===== config.mk =====
export PLATFORM = sky130hd
export DESIGN_NAME = sdpd_top
export DESIGN_NICKNAME = d
export VERILOG_FILES = /design/src/rtl/sdpd_pkg.sv /design/src/rtl/sdpd_backlog.sv /design/src/rtl/sdpd_wait_timer.sv /design/src/rtl/sdpd_fsm.sv /design/src/rtl/sdpd_top.sv
export SDC_FILE = /design/constraint.sdc
export NUM_CORES = 1
export LEC_CHECK = 0
export BUFFER_PORTS_ARGS = -buffer_cell sky130_fd_sc_hd__buf_2
export CORE_UTILIZATION = 40
export DETAILED_ROUTE_END_ITERATION = 8
export SETUP_SLACK_MARGIN = 0.02
export SKIP_LAST_GASP = 1
export SYNTH_ARGS = -nofsm -noshare
export SYNTH_HDL_FRONTEND = slang
export SYNTH_SLANG_ARGS = --single-unit

===== constraint.sdc =====
create_clock -name clk -period 2.45 [get_ports clk]
set_input_delay 0.49 -clock clk [delete_from_list [all_inputs] [get_ports clk]]
set_output_delay 0.49 -clock clk [all_outputs]
set_load 0.01 [all_outputs]

===== src/rtl/sdpd_pkg.sv =====
`timescale 1ns/1ps
package sdpd_pkg;

    typedef enum logic [2:0] {
        ST_ACTIVE,
        ST_PREA,
        ST_PWAIT,
        ST_AREF,
        ST_RWAIT,
        ST_PDE,
        ST_PD,
        ST_EXIT
    } pd_state_e;

    typedef struct packed {
        logic cs_n;
        logic ras_n;
        logic cas_n;
        logic we_n;
    } sd_cmd_t;

    localparam sd_cmd_t CMD_DESEL = '{cs_n: 1'b1, ras_n: 1'b1, cas_n: 1'b1, we_n: 1'b1};
    localparam sd_cmd_t CMD_NOP   = '{cs_n: 1'b0, ras_n: 1'b1, cas_n: 1'b1, we_n: 1'b1};
    localparam sd_cmd_t CMD_PREA  = '{cs_n: 1'b0, ras_n: 1'b0, cas_n: 1'b1, we_n: 1'b0};
    localparam sd_cmd_t CMD_AREF  = '{cs_n: 1'b0, ras_n: 1'b0, cas_n: 1'b0, we_n: 1'b1};

    function automatic logic cmd_is_quiet(input sd_cmd_t c);
        return (c == CMD_NOP) || (c == CMD_DESEL);
    endfunction

    function automatic logic pd_holds_cke_low(input pd_state_e s);
        return (s == ST_PDE) || (s == ST_PD);
    endfunction

endpackage


===== src/rtl/sdpd_backlog.sv =====
`timescale 1ns/1ps
module sdpd_backlog #(
    parameter int BL_W       = 4,
    parameter int URGENT_LVL = 4
) (
    input  logic            clk,
    input  logic            rst,
    input  logic            inc,
    input  logic            dec,
    output logic [BL_W-1:0] level,
    output logic            urgent,
    output logic            empty
);
    localparam logic [BL_W-1:0] LVL_MAX = '1;
    localparam logic [BL_W-1:0] LVL_URG = BL_W'(URGENT_LVL);

    always_ff @(posedge clk) begin
        if (rst) begin
            level <= '0;
        end else begin
            unique case ({inc, dec})
                2'b10:   if (level != LVL_MAX) level <= level + 1'b1;
                2'b01:   if (level != '0)      level <= level - 1'b1;
                default: level <= level;
            endcase
        end
    end

    assign urgent = (level >= LVL_URG);
    assign empty  = (level == '0);

    // a tick at the maximum leaves the count pinned there
    assert_backlog_sat_R12: assert property (@(posedge clk) disable iff (rst)
        (level == LVL_MAX && inc && !dec) |=> (level == LVL_MAX));

endmodule


===== src/rtl/sdpd_wait_timer.sv =====
`timescale 1ns/1ps
module sdpd_wait_timer #(
    parameter int TIM_W = 4
) (
    input  logic             clk,
    input  logic             rst,
    input  logic             load,
    input  logic [TIM_W-1:0] load_val,
    output logic             done
);
    logic [TIM_W-1:0] cnt;

    always_ff @(posedge clk) begin
        if (rst)             cnt <= '0;
        else if (load)       cnt <= load_val;
        else if (cnt != '0)  cnt <= cnt - 1'b1;
    end

    assign done = (cnt == '0);

endmodule


===== src/rtl/sdpd_fsm.sv =====
`timescale 1ns/1ps
module sdpd_fsm
    import sdpd_pkg::*;
#(
    parameter int TIM_W = 4
) (
    input  logic             clk,
    input  logic             rst,
    input  logic             pd_req,
    input  logic             pdr_en,
    input  logic             acc_req,
    input  logic             banks_open,
    input  logic             bl_urgent,
    input  logic             bl_empty,
    input  logic             tmr_done,
    input  logic [TIM_W-1:0] cfg_trp,
    input  logic [TIM_W-1:0] cfg_trfc,
    input  logic [TIM_W-1:0] cfg_txp,
    output pd_state_e        state,
    output logic             tmr_load,
    output logic [TIM_W-1:0] tmr_val
);
    pd_state_e        nxt;
    logic             needs_rfsh;
    logic             wake;
    logic [TIM_W-1:0] trp_ld, trfc_ld, txp_ld;

    // wait states last (t-1) cycles after the one-cycle command slot
    assign trp_ld  = (cfg_trp  >= TIM_W'(2)) ? cfg_trp  - TIM_W'(2) : '0;
    assign trfc_ld = (cfg_trfc >= TIM_W'(2)) ? cfg_trfc - TIM_W'(2) : '0;
    assign txp_ld  = (cfg_txp  >= TIM_W'(1)) ? cfg_txp  - TIM_W'(1) : '0;

    assign needs_rfsh = bl_urgent || (pd_req && !bl_empty && !acc_req);
    assign wake       = !pd_req || acc_req || (pdr_en && bl_urgent);

    always_comb begin
        nxt      = state;
        tmr_load = 1'b0;
        tmr_val  = '0;
        unique case (state)
            ST_ACTIVE: begin
                if (needs_rfsh)            nxt = banks_open ? ST_PREA : ST_AREF;
                else if (acc_req)          nxt = ST_ACTIVE;
                else if (pd_req)           nxt = banks_open ? ST_PREA : ST_PDE;
            end
            ST_PREA: begin
                nxt      = ST_PWAIT;
                tmr_load = 1'b1;
                tmr_val  = trp_ld;
            end
            ST_PWAIT:  if (tmr_done) nxt = ST_ACTIVE;
            ST_AREF: begin
                nxt      = ST_RWAIT;
                tmr_load = 1'b1;
                tmr_val  = trfc_ld;
            end
            ST_RWAIT:  if (tmr_done) nxt = bl_empty ? ST_ACTIVE : ST_AREF;
            ST_PDE:    nxt = ST_PD;
            ST_PD: begin
                if (wake) begin
                    nxt      = ST_EXIT;
                    tmr_load = 1'b1;
                    tmr_val  = txp_ld;
                end
            end
            ST_EXIT:   if (tmr_done) nxt = ST_ACTIVE;
            default:   nxt = ST_ACTIVE;
        endcase
    end

    always_ff @(posedge clk) begin
        if (rst) state <= ST_ACTIVE;
        else     state <= nxt;
    end

    // urgent level in power-down with refresh enabled leads to exit
    assert_rfsh_wake_R7: assert property (@(posedge clk) disable iff (rst)
        (state == ST_PD && pdr_en && bl_urgent) |=> (state == ST_EXIT));

    // with refresh disabled and the request kept, power-down is never left
    assert_pd_hold_R8: assert property (@(posedge clk) disable iff (rst)
        (state == ST_PD && !pdr_en && pd_req && !acc_req) |=> (state == ST_PD));

endmodule


===== src/rtl/sdpd_top.sv =====
`timescale 1ns/1ps
module sdpd_top
    import sdpd_pkg::*;
#(
    parameter int TIM_W      = 4,
    parameter int BL_W       = 4,
    parameter int URGENT_LVL = 4
) (
    input  logic             clk,
    input  logic             rst,
    input  logic             cfg_pd_req,
    input  logic             cfg_pd_rfsh_en,
    input  logic [TIM_W-1:0] cfg_trp,
    input  logic [TIM_W-1:0] cfg_trfc,
    input  logic [TIM_W-1:0] cfg_txp,
    input  logic             rfsh_tick,
    input  logic             acc_req,
    input  logic             banks_open,
    output logic             acc_gnt,
    output logic             sd_cke,
    output logic [3:0]       sd_cmd,
    output logic             sd_a10,
    output logic [BL_W-1:0]  rfsh_backlog
);
    pd_state_e        state;
    logic             tmr_load, tmr_done;
    logic [TIM_W-1:0] tmr_val;
    logic             bl_urgent, bl_empty;
    sd_cmd_t          cmd;

    sdpd_backlog #(.BL_W(BL_W), .URGENT_LVL(URGENT_LVL)) u_backlog (
        .clk    (clk),
        .rst    (rst),
        .inc    (rfsh_tick),
        .dec    (state == ST_AREF),
        .level  (rfsh_backlog),
        .urgent (bl_urgent),
        .empty  (bl_empty)
    );

    sdpd_wait_timer #(.TIM_W(TIM_W)) u_timer (
        .clk      (clk),
        .rst      (rst),
        .load     (tmr_load),
        .load_val (tmr_val),
        .done     (tmr_done)
    );

    sdpd_fsm #(.TIM_W(TIM_W)) u_fsm (
        .clk        (clk),
        .rst        (rst),
        .pd_req     (cfg_pd_req),
        .pdr_en     (cfg_pd_rfsh_en),
        .acc_req    (acc_req),
        .banks_open (banks_open),
        .bl_urgent  (bl_urgent),
        .bl_empty   (bl_empty),
        .tmr_done   (tmr_done),
        .cfg_trp    (cfg_trp),
        .cfg_trfc   (cfg_trfc),
        .cfg_txp    (cfg_txp),
        .state      (state),
        .tmr_load   (tmr_load),
        .tmr_val    (tmr_val)
    );

    always_comb begin
        unique case (state)
            ST_PREA:         cmd = CMD_PREA;
            ST_AREF:         cmd = CMD_AREF;
            ST_PDE, ST_EXIT: cmd = CMD_NOP;
            default:         cmd = CMD_DESEL;
        endcase
    end

    assign sd_cmd  = cmd;
    assign sd_a10  = (state == ST_PREA);
    assign sd_cke  = !pd_holds_cke_low(state);
    assign acc_gnt = (state == ST_ACTIVE) && !bl_urgent;

    // power-down entry cycle is a NOP
    assert_pd_entry_nop_R4: assert property (@(posedge clk) disable iff (rst)
        $fell(sd_cke) |-> (sd_cmd == CMD_NOP));

    // only quiet codes while clock-enable is low
    assert_quiet_cke_low_R4: assert property (@(posedge clk) disable iff (rst)
        !sd_cke |-> cmd_is_quiet(sd_cmd));

    // entry only once drained
    assert_pd_drained_R3: assert property (@(posedge clk) disable iff (rst)
        $fell(sd_cke) |-> $past(rfsh_backlog == '0 && !acc_req && !banks_open));

    // exit raises clock-enable with NOP
    assert_exit_nop_R10: assert property (@(posedge clk) disable iff (rst)
        $rose(sd_cke) |-> (sd_cmd == CMD_NOP));

    // each refresh lowers the backlog by one
    assert_aref_dec_R11: assert property (@(posedge clk) disable iff (rst)
        (sd_cmd == CMD_AREF && !rfsh_tick) |=> (rfsh_backlog == $past(rfsh_backlog) - 1'b1));

endmodule


-- Word-level counts from Yosys, hierarchy flattened
Index checks and enable logic that the tools add are counted.
- register bits after elaboration: 11
- input bits: 19
- output and inout bits: 11
- word-level logic and storage cells: 77
- add/sub/neg operators: 6
- magnitude comparators: 4
- equal/unequal tests: 16
- mux-type cells: 23
- reductions and logical operators: 25
- operators by type and width (cell ; count):
    $mux 4 ; 8
    $pmux 4 s3 ; 2
    $mux 3 ; 7
    $pmux 3 s7 ; 1
    $eq 3x3->1 const B ; 4
    $sub 4x1->4 const B ; 3
    $ge 4x2->1 const B ; 2
    $logic_not 4->1 ; 2
    $ne 2x1->1 const B ; 4
    $pmux 4 s2 ; 1
    $reduce_bool 4->1 ; 2
    $sub 4x2->4 const B ; 2
    $eq 3x2->1 const B ; 2
    $reduce_or 2->1 ; 3
    $logic_not 1->1 ; 5
    $add 4x1->4 const B ; 1
    $ge 4x1->1 const B ; 1
    $ge 4x3->1 const B ; 1
    $logic_and 1x1->1 ; 4
    $logic_or 1x1->1 ; 4
    $mux 2 ; 2
    $ne 4x3->1 const B ; 1
    $ne 4x4->1 const B ; 1
    $reduce_and 4->1 ; 1
    other kinds (9) ; 10

-- Depth between registers and ports, before layout
Gate-level depths: netlist (run 1).
- depth after elaboration: 7
- mapped depth: 9
- gate-level depth less buffers: 8

-- Hierarchy
A second synthesis (run 1) with hierarchy kept.
- cells, all modules: 140
- area, all modules: 1103.6 µm²
- by module, submodules not included (module ; instances ; cells each ; area an instance (µm²) ; seq. area each (µm²)):
    sdpd_fsm ; 1 ; 77 ; 541.8 ; 60.1
    sdpd_backlog ; 1 ; 29 ; 270.3 ; 80.1
    sdpd_wait_timer ; 1 ; 24 ; 229.0 ; 80.1
    sdpd_top ; 1 ; 10 ; 62.6 ; 0.0

-- Least setup slack after synthesis (run 1)
OpenSTA, ideal clock, no wires.
- path kind: register to register
- from: register u_fsm.state[1]
- to: register u_backlog.level[3]
- library setup time: 0.123 ns
- data arrival time: 2.010 ns
- required time: 2.327 ns
- setup slack: 0.316 ns
- cell stages (with the launch flop): 10
- buffers on the path: 1
- clock period less this slack: 2.134 ns
- cells stage by stage: dfxtp_1 -> buf_2 -> nand3b_1 -> inv_1 -> ha_1 -> ha_1 -> a21oi_1 -> a21oi_1 -> nor3b_2 -> mux2_1
- cells in the longest elaborated chain, start to end: 4
- elaborated cells on any way between the ends: 8
- those cells by class: eq/ne: 5; mux: 1; reduce/logical: 2
- RTL lines (what ; line ; RTL):
    start, declared ; sdpd_fsm.sv:19 ; output pd_state_e state,
    start signal, assigned ; sdpd_fsm.sv:73 ; else state <= nxt;
    $eq 3x2->1 * ; sdpd_top.sv:35 ; .dec (state == ST_AREF),
    $eq 2x1->1 / $eq 2x2->1 (equally long branches) ; sdpd_backlog.sv:21 ; unique case ({inc, dec})
    $ne 2x1->1 (no source line) / $reduce_bool 2->1 (equally long branches) ; n/a ;
    $reduce_and 3->1 (no source line) ; n/a ;
    end signal, assigned ; sdpd_backlog.sv:22 ; 2'b10: if (level != LVL_MAX) level <= level + 1'b1;
    end signal, assigned ; sdpd_backlog.sv:23 ; 2'b01: if (level != '0) level <= level - 1'b1;
    end signal, assigned ; sdpd_backlog.sv:24 ; default: level <= level;
    end, declared ; sdpd_backlog.sv:10 ; output logic [BL_W-1:0] level,
Mark *: on every way between the ends. The rest lies on a longest branch, timed or not.
A chain may end at the register's enable or synchronous reset.

-- Worst setup path in the final report (run 1)
- from: register u_fsm.state[2]
- to: register u_backlog.level[3]
Same word-level chain as after synthesis.

==> run_results.csv, run 1 <==
group,metric,value,unit
pwr,ir_drop,423.4,uV
grt,grt_pass1_wl,4374,um
placed_design,detailed_place_hpwl,2132,um
grt,grt_remaining_overflow,0,
final_layout,drive_gt1_share,26.97,%
drt,totalWireLength,2729,um
final_layout,nets,208,
sta,rsz0062_at_grt,"false",
setup_path,setup.worst_path.start,"u_fsm.state[2]",
clock_tree,htreeDepth,1,
final_layout,area_growth,18.92,%
hold_path,holdPathStages,2,
clock_tree,max-clock-path-buffers,2,
sta,hold_viol,0,
final_layout,final_util,52.39,%
synth,yosysWarnings,0,
setup_path,reg2reg_depth,8,
run,maxCapViolations,0,
drt,drtPass1Iterations,4,
floorplanning,core.rowCount,18,
sta,max_freq,0.4631,GHz
setup_path,endpoint_kind,"flip-flop",
synth,synth_edf_count,0,
grt,grt_pass1_vias,999,
pwr,combPwrFrac,65.6,%
setup_path,worst_ep_required_time,2610,ps
sta,fin_crit,2160,ps
pwr,p_int,0.0006794,W
clock_tree,hold_buffers,0,
grt,grt_antenna_before_repair,0,
sta,setup_viol,0,
grt,track_usage,20.58,%
sta,setup_tns,0,ps
synth,synthArstFlopShare,0,%
setup_path,crit_arrival,2320,ps
placed_design,gp_congestion,0.7971,
floorplanning,initial_core_util,44.05,%
synth,synth_area,1131,um2
clock_tree,clock_sinks,11,
drt,ant_nets,0,
floorplanning,ios,30,
clock_tree,cts-root-buf,"clkbuf_4",
synth,netlist_instances,147,
final_layout,final_common_cell,"buf_2",
pwr,powerDensity,922.5,nW/um2
pwr,p_sw,0.0005614,W
sta,tightest_slew,346.9,ps
clock_tree,numCtsBuffers,3,
clock_tree,clock_latency,270,ps
synth,synth_seq_cells,11,
sta,drv_slew,0,
grt,grt_max_degree,16,
pwr,switching_share,45.24,%
setup_path,crit_path_end,"u_backlog.level[3]",
drt,wire_per_inst,13.12,um
clock_tree,post_cts_resized,0,
floorplanning,dieHeight,55.18,um
setup_path,worstSetupPathType,"reg -> reg",
pwr,leakagePower,0.5981,nW
final_layout,mostFrequentLayoutCells,"29 x buf_2, 19 x inv_1, 14 x nor2_1",
synth,synth-main-ff-cell,"dfxtp_1",
drt,dr_total_vias,1170,
pwr,clkPwrFrac,10.4,%
floorplanning,coreArea,2567,um2
drt,remaining_drc_errors,0,
setup_path,path_max_fanout,5,
clock_tree,cts_setup_buffers,0,
setup_path,ff2ff_setup_slack,290,ps
synth,ys_seq_area_share,19.47,%
clock_tree,cts_tree,"done",
status,status,"completed",
synth,synth_nets,176,
drt,via_per_inst,5.625,
setup_path,reg2reg_from,"u_fsm.state[2]",
clock_tree,clk_pin_slew,70,ps
sta,skew,1.442,ps
floorplanning,die-area,3044,um2
final_layout,antennaDiodeCount,0,
synth,synth.distinct_cells,48,
pwr,p_seq_share,24.0,%
synth,synth.avg_cell_area,7.694,um2
setup_path,start_kind,"flip-flop",
hold_path,hp-class,"in -> reg",
sta,relSlewSlack,76.68,%
setup_path,r2r-end,"u_backlog.level[3]",
sta,min_period_over_period,88.15,%
drt,initialDrtViolationCount,18,
floorplanning,die_x,55.18,um
placed_design,portBuffers,29,
worst min-delay path by stage:
stage                        from            endpoint  slack [ps]
2_1_floorplan      u_timer.cnt[0]      u_timer.cnt[0]         560
3_3_place_gp   u_backlog.level[1]  u_backlog.level[1]         580
3_5_place_dp       u_timer.cnt[0]      u_timer.cnt[0]         590
4_1_cts                cfg_txp[0]      u_timer.cnt[0]         500
5_1_grt                cfg_txp[0]      u_timer.cnt[0]         500
6_report               cfg_txp[0]      u_timer.cnt[0]         520
routing by layer:
| metal | wire length (um) | global-route usage, % | vias up |
|---|---|---|---|
| li1 | - | - | 595 |
| met1 | 1290 | 24.67 | 543 |
| met2 | 1275 | 36.95 | 26 |
| met3 | 128 | 3.279 | 6 |
| met4 | 35 | 6.667 | 0 |
| met5 | 0 | 0 | - |
area by class of cell:
class | instances | area [um2]
flip-flops and latches | 11 | 220.2
fillers | 280 | 1222
well taps | 30 | 37.54
repair buffers | 33 | 175.2
multi-input cells | 111 | 814.5
clock buffers | 4 | 26.28
inverters | 19 | 71.32
kinds of logic (layout without fill, tap and decap cells):
group                      Yosys count  count (layout)  share of synthesized area [%]
buffers and inverters               25              56                          8.517
DFF                                 11              11                          19.47
and+or+nand+nor                     53              53                          28.43
xor gates and xnor gates             6               6                          4.646
adders and majority gates           10              10                          11.73
AOI/OAI and AO/OA                   38              38                          23.34
muxes                                4               4                          3.872
state kept, by name (all words and copies together), names as in the netlist:
register         count
u_backlog.level      4
u_fsm.state          3
u_timer.cnt          4
critical path, stage by stage, from the launching register on:
cell and delay [ps]:
dfxtp_1 310, nand3b_1 270, inv_1 110, ha_1 250
ha_1 300, a21oi_1 200, a21oi_1 100, nor3b_2 190
mux2_1 320
synth_stat cells (2+ instances only):
library cell | number | area [um2]
a211oi_1 | 5 | 37.54
o211ai_1 | 5 | 37.54
a21oi_1 | 6 | 30.03
buf_2 | 2 | 10.01
nor3b_1 | 2 | 15.01
inv_1 | 19 | 71.32
nand3_1 | 3 | 15.01
ha_1 | 9 | 112.6
mux2_2 | 2 | 22.52
clkbuf_1 | 4 | 15.01
nor2b_1 | 3 | 18.77
o221ai_1 | 2 | 17.52
a31oi_1 | 2 | 12.51
nand2_1 | 4 | 15.01
nand3b_1 | 3 | 22.52
nor2_1 | 14 | 52.55
xor2_1 | 2 | 17.52
nand2b_1 | 2 | 12.51
dfxtp_1 | 11 | 220.2
or4_4 | 2 | 22.52
nor3_1 | 8 | 40.04
o21ai_0 | 8 | 40.04
xnor2_1 | 4 | 35.03
per-stage QoR:
stage / worst slack, ps / instance area, um2 / power, W / hold slack, ps / std cells
4_1_cts: 286.3 / 1345 / 0.001252 / 499.7 / 208
3_3_place_gp: 368.9 / 1319 / 0.001103 / 584.3 / 204
3_5_place_dp: 297.6 / 1319 / 0.001116 / 591.8 / 204
2_1_floorplan: 316.4 / 1131 / 0.0008939 / 562.8 / 147
5_1_grt: 105.7 / 1345 / 0.001357 / 502.4 / 208
6_report: 290.4 / 1345 / 0.001241 / 517.9 / 208
power groups by stage:
| stage | Sequential (W) | Combinational (W) | Clock, W |
|---|---|---|---|
| after floorplan | 0.000304 | 0.000590 | 0 |
| after global placement | 0.000300 | 0.000803 | 0 |
| after detailed placement | 0.000301 | 0.000815 | 0 |
| after CTS | 0.000297 | 0.000819 | 0.000137 |
| after global routing | 0.000307 | 0.000908 | 0.000142 |
| final | 0.000298 | 0.000814 | 0.000129 |
(Power assumes the default switching activity.)
==> inputs of run 2 (changes only) <==
--- a/config.mk
+++ b/config.mk
@@ -6,10 +6,14 @@
 export NUM_CORES = 1
 export LEC_CHECK = 0
 export BUFFER_PORTS_ARGS = -buffer_cell sky130_fd_sc_hd__buf_2
-export CORE_UTILIZATION = 40
+export CELL_PAD_IN_SITES_DETAIL_PLACEMENT = 1
+export CELL_PAD_IN_SITES_GLOBAL_PLACEMENT = 2
+export CORE_UTILIZATION = 29
 export DETAILED_ROUTE_END_ITERATION = 8
+export PLACE_DENSITY_LB_ADDON = 0.1
 export SETUP_SLACK_MARGIN = 0.02
 export SKIP_LAST_GASP = 1
+export SLEW_MARGIN = 20
 export SYNTH_ARGS = -nofsm -noshare
 export SYNTH_HDL_FRONTEND = slang
 export SYNTH_SLANG_ARGS = --single-unit
==> constraint.sdc (replaced) <==
create_clock -name clk -period 2.35 [get_ports clk]
set_input_delay 0.47 -clock clk [delete_from_list [all_inputs] [get_ports clk]]
set_output_delay 0.47 -clock clk [all_outputs]
set_load 0.01 [all_outputs]
==> run_results.csv, run 2 (synthesis gave the netlist of run 1 again) <==
group,metric,value,unit
final_layout,nets,208,
grt,grt_remaining_overflow,0,
sta,skew,4.730,ps
drt,remaining_drc_errors,0,
pwr,p_int,0.0007631,W
sta,min_period_over_period,91.09,%
pwr,powerDensity,984.0,nW/um2
sta,drv_slew,0,
sta,setup_ws,209.4,ps
clock_tree,cts-root-buf,"clkbuf_8",
pwr,leakagePower,0.6058,nW
setup_path,worst_ep_required_time,2480,ps
grt,grt_max_degree,16,
sta,tightest_slew,375.6,ps
floorplanning,die-area,4154,um2
final_layout,final_common_cell,"buf_2",
drt,dr_total_vias,1175,
placed_design,detailed_place_hpwl,2516,um
pwr,p_sw,0.0006010,W
final_layout,area_growth,22.57,%
drt,ant_nets,0,
run,maxCapViolations,0,
setup_path,path_max_fanout,5,
sta,relSlewSlack,74.75,%
status,status,"completed",
drt,wire_per_inst,13.67,um
pwr,switching_share,44.06,%
pwr,combPwrFrac,62.8,%
clock_tree,numCtsBuffers,3,
clock_tree,clk_pin_slew,50,ps
floorplanning,ios,30,
final_layout,mostFrequentLayoutCells,"29 x buf_2, 19 x inv_1, 14 x nor2_1",
pwr,p_seq_share,23.0,%
clock_tree,post_cts_resized,0,
clock_tree,hold_buffers,0,
floorplanning,dieHeight,64.45,um
grt,track_usage,16.26,%
grt,grt_pass1_wl,5347,um
pwr,clkPwrFrac,14.2,%
grt,grt_pass1_vias,1207,
final_layout,drive_gt1_share,26.97,%
setup_path,start_kind,"flip-flop",
clock_tree,cts_tree,"done",
final_layout,reg_top3,"u_backlog.level x4, u_timer.cnt x4, u_fsm.state x3",
floorplanning,core.rowCount,22,
sta,fin_crit,2141,ps
floorplanning,coreArea,3689,um2
drt,initialDrtViolationCount,28,
clock_tree,max-clock-path-buffers,2,
pwr,ir_drop,301.6,uV
sta,rsz0062_at_grt,"false",
clock_tree,htreeDepth,1,
hold_path,hp-class,"in -> reg",
floorplanning,die_x,64.45,um
setup_path,endpoint_kind,"flip-flop",
drt,drtPass1Iterations,4,
sta,setup_tns,0,ps
placed_design,portBuffers,29,
drt,via_per_inst,5.199,
sta,max_freq,0.4672,GHz
sta,setup_viol,0,
grt,grt_antenna_before_repair,0,
setup_path,crit_arrival,2270,ps
drt,totalWireLength,3089,um
final_layout,antennaDiodeCount,0,
clock_tree,clock_latency,240,ps
placed_design,gp_congestion,0.7246,
floorplanning,initial_core_util,30.66,%
clock_tree,clock_sinks,11,
placed_design,dp_slack,175.2,ps
sta,hold_viol,0,
clock_tree,cts_setup_buffers,0,
setup_path,worstSetupPathType,"reg -> reg",
run 2: cell counts in the layout (fill, tap and decap cells not counted):
No cell type changed its count.
run 2: final cells by class:
cell class | instances | area (um2)
clock buffer | 4 | 45.04
fill | 488 | 2302
multi-input combinational | 111 | 814.5
inverter | 19 | 71.32
sequential | 11 | 220.2
timing repair buffer | 33 | 175.2
tap | 48 | 60.06
run 2: worst max-delay path, cell delays in order, from the launching register on:
cell      delay, ps
dfxtp_1         300
nand3b_1        260
inv_1           110
ha_1            260
ha_1            300
a21oi_1         190
a21oi_1         100
nor3b_2         190
mux2_1          320
run 2: worst paths after layout:
kind,startpoint,to,slack [ps],cells after the start
worst max register to register,u_fsm.state[2],u_backlog.level[3],210,8
worst min-delay path,cfg_txp[0],u_timer.cnt[0],540,2
worst max-delay path,u_fsm.state[2],u_backlog.level[3],210,8
worst min register to register,u_timer.cnt[0],u_timer.cnt[0],620,2
run 2: power by group through the flow:
stage	combinational [W]	clock, W	sequential [W]
floorplan	0.000615	0	0.000317
global placement	0.000852	0	0.000315
detailed placement	0.000870	0	0.000318
CTS	0.000875	0.000201	0.000315
global route	0.000969	0.000207	0.000326
finish	0.000856	0.000194	0.000314
run 2: routing by layer:
metal	global-route usage [%]	wire, um	up-vias
met5	0	0	-
met4	4.167	32	0
met3	2.465	148	4
met2	28.95	1488	26
met1	20.24	1419	555
li1	-	-	590
run 2: per-stage QoR:
| stage | instances | cell area, um2 | util [%] | total power, W | hold slack [ps] |
|---|---|---|---|---|---|
| 2_1_floorplan | 147 | 1131 | - | 0.0009320 | 562.8 |
| 3_5_place_dp | 222 | 1341 | 36.36 | 0.001187 | 612.7 |
| 4_1_cts | 226 | 1386 | 37.58 | 0.001390 | 536.5 |
| 3_3_place_gp | 222 | 1341 | 36.36 | 0.001166 | 595.4 |
| 6_report | 226 | 1386 | 37.58 | 0.001364 | 537.1 |
| 5_1_grt | 226 | 1386 | 37.58 | 0.001502 | 549.2 |
==> inputs of run 3 (changes only) <==
--- a/config.mk
+++ b/config.mk
@@ -10,7 +10,7 @@
 export CELL_PAD_IN_SITES_GLOBAL_PLACEMENT = 2
 export CORE_UTILIZATION = 29
 export DETAILED_ROUTE_END_ITERATION = 8
-export PLACE_DENSITY_LB_ADDON = 0.1
+export PLACE_DENSITY_LB_ADDON = 0.25
 export SETUP_SLACK_MARGIN = 0.02
 export SKIP_LAST_GASP = 1
 export SLEW_MARGIN = 20
==> run_results.csv, run 3 (synthesis gave the netlist of run 1 again) <==
group,metric,value,unit
sta,setup_viol,0,
grt,grt_pass1_vias,1211,
final_layout,reg_top3,"u_backlog.level x4, u_timer.cnt x4, u_fsm.state x3",
pwr,ir_drop,342.3,uV
setup_path,reg2reg_depth,8,
final_layout,final_common_cell,"buf_2",
final_layout,mostFrequentLayoutCells,"29 x buf_2, 19 x inv_1, 14 x nor2_1",
sta,relSlewSlack,73.26,%
clock_tree,post_cts_resized,0,
floorplanning,dieHeight,64.45,um
sta,tightest_slew,397.8,ps
drt,totalWireLength,3171,um
clock_tree,clock_latency,240,ps
sta,min_period_over_period,85.93,%
final_layout,nets,209,
placed_design,detailed_place_hpwl,2576,um
final_layout,area_growth,23.23,%
sta,drv_slew,0,
setup_path,crit_slowest_cell,"ha_1",
grt,grt_remaining_overflow,0,
floorplanning,initial_core_util,30.66,%
setup_path,endpoint_kind,"flip-flop",
grt,grt_max_degree,16,
drt,wire_per_inst,13.97,um
floorplanning,ios,30,
drt,initialDrtViolationCount,18,
floorplanning,coreArea,3689,um2
sta,whs,542.1,ps
sta,setup_tns,0,ps
final_layout,drive_gt1_share,27.37,%
clock_tree,max-clock-path-buffers,2,
drt,dr_total_vias,1163,
pwr,powerDensity,991.3,nW/um2
setup_path,path_max_fanout,5,
setup_path,cpPeakStageDelay,360,ps
grt,track_usage,17.04,%
sta,fin_crit,2019,ps
status,status,"completed",
run,maxCapViolations,0,
grt,grt_pass1_wl,5485,um
sta,hold_viol,0,
setup_path,setup.worst_path.start,"u_fsm.state[2]",
clock_tree,cts-root-buf,"clkbuf_8",
pwr,leakagePower,0.6100,nW
hold_path,hp-class,"in -> reg",
final_layout,antennaDiodeCount,0,
setup_path,ff2ff_setup_slack,330,ps
pwr,total_power,0.001382,W
floorplanning,die-area,4154,um2
setup_path,start_kind,"flip-flop",
grt,grt_antenna_before_repair,0,
floorplanning,core.rowCount,22,
setup_path,crit_chain,"nand3b_1 > inv_1 > ha_1 > ha_1 > nand3_1 > and3_1 > nor3b_2 > mux2_1",
clock_tree,cts_setup_buffers,0,
setup_path,r2r-end,"u_backlog.level[3]",
hold_path,holdPathStages,2,
setup_path,reg2reg_from,"u_fsm.state[2]",
floorplanning,die_x,64.45,um
hold_path,hold_path_end,"u_timer.cnt[0]",
setup_path,worstSetupPathType,"reg -> reg",
sta,skew,3.565,ps
setup_path,cp_common_cell,"ha_1",
sta,rsz0062_at_grt,"false",
hold_path,hp-start,"cfg_txp[0]",
sta,max_freq,0.4952,GHz
clock_tree,hold_buffers,0,
placed_design,gp_congestion,0.8314,
clock_tree,htreeDepth,1,
drt,ant_nets,0,
clock_tree,clk_pin_slew,50,ps
drt,via_per_inst,5.123,
placed_design,portBuffers,29,
clock_tree,numCtsBuffers,3,
setup_path,worst_ep_required_time,2470,ps
clock_tree,clock_sinks,11,
clock_tree,cts_tree,"done",
drt,drtPass1Iterations,4,
drt,remaining_drc_errors,0,
setup_path,crit_arrival,2140,ps
final_layout,final_util,37.79,%
## run 3: worst max-delay path by stage
stage	cells past startpoint	slack [ps]	endpoint
2_1_floorplan	9	220	u_backlog.level[3]
3_3_place_gp	8	280	u_backlog.level[3]
3_5_place_dp	8	220	u_backlog.level[3]
4_1_cts	8	330	u_backlog.level[3]
5_1_grt	8	180	u_backlog.level[3]
6_report	8	330	u_backlog.level[3]
## run 3: power by group
group          internal (W)  total, W  switching (W)
logic              0.000396  0.000871       0.000476
registers          0.000251  0.000317      0.0000665
clock network      0.000119  0.000193      0.0000735
## run 3: through the flow
step	area, um2	std cells	setup slack, ps
after global routing	1394	227	176.6
after detailed placement	1349	223	219.9
after floorplan	1131	147	216.4
final	1394	227	330.7
after CTS	1394	227	332.3
after global placement	1349	223	279.1
## run 3: area by class of cell
type	count	area [um2]
inverter	19	71.32
fill	479	2295
timing repair buffer	34	182.7
clock buffer	4	45.04
sequential	11	220.2
multi-input combinational	111	814.5
tap	48	60.06
## run 3: metal layers
layer	global-route usage, %	vias up	share of wire [%]
met2	29.21	16	49
met1	21.41	551	47
li1	-	592	-
met5	0	-	0
met3	3.345	4	2.9
met4	5.000	0	0.98
## run 3: worst max-delay path: cells and delay by family (launching register included)
kind / cells / cell delay, ps
AND/OR/NAND/NOR: 4 / 600
adder cells (fa/ha/maj): 2 / 600
buffers and inverters: 1 / 50
multiplexers: 1 / 320
flip-flops: 1 / 320
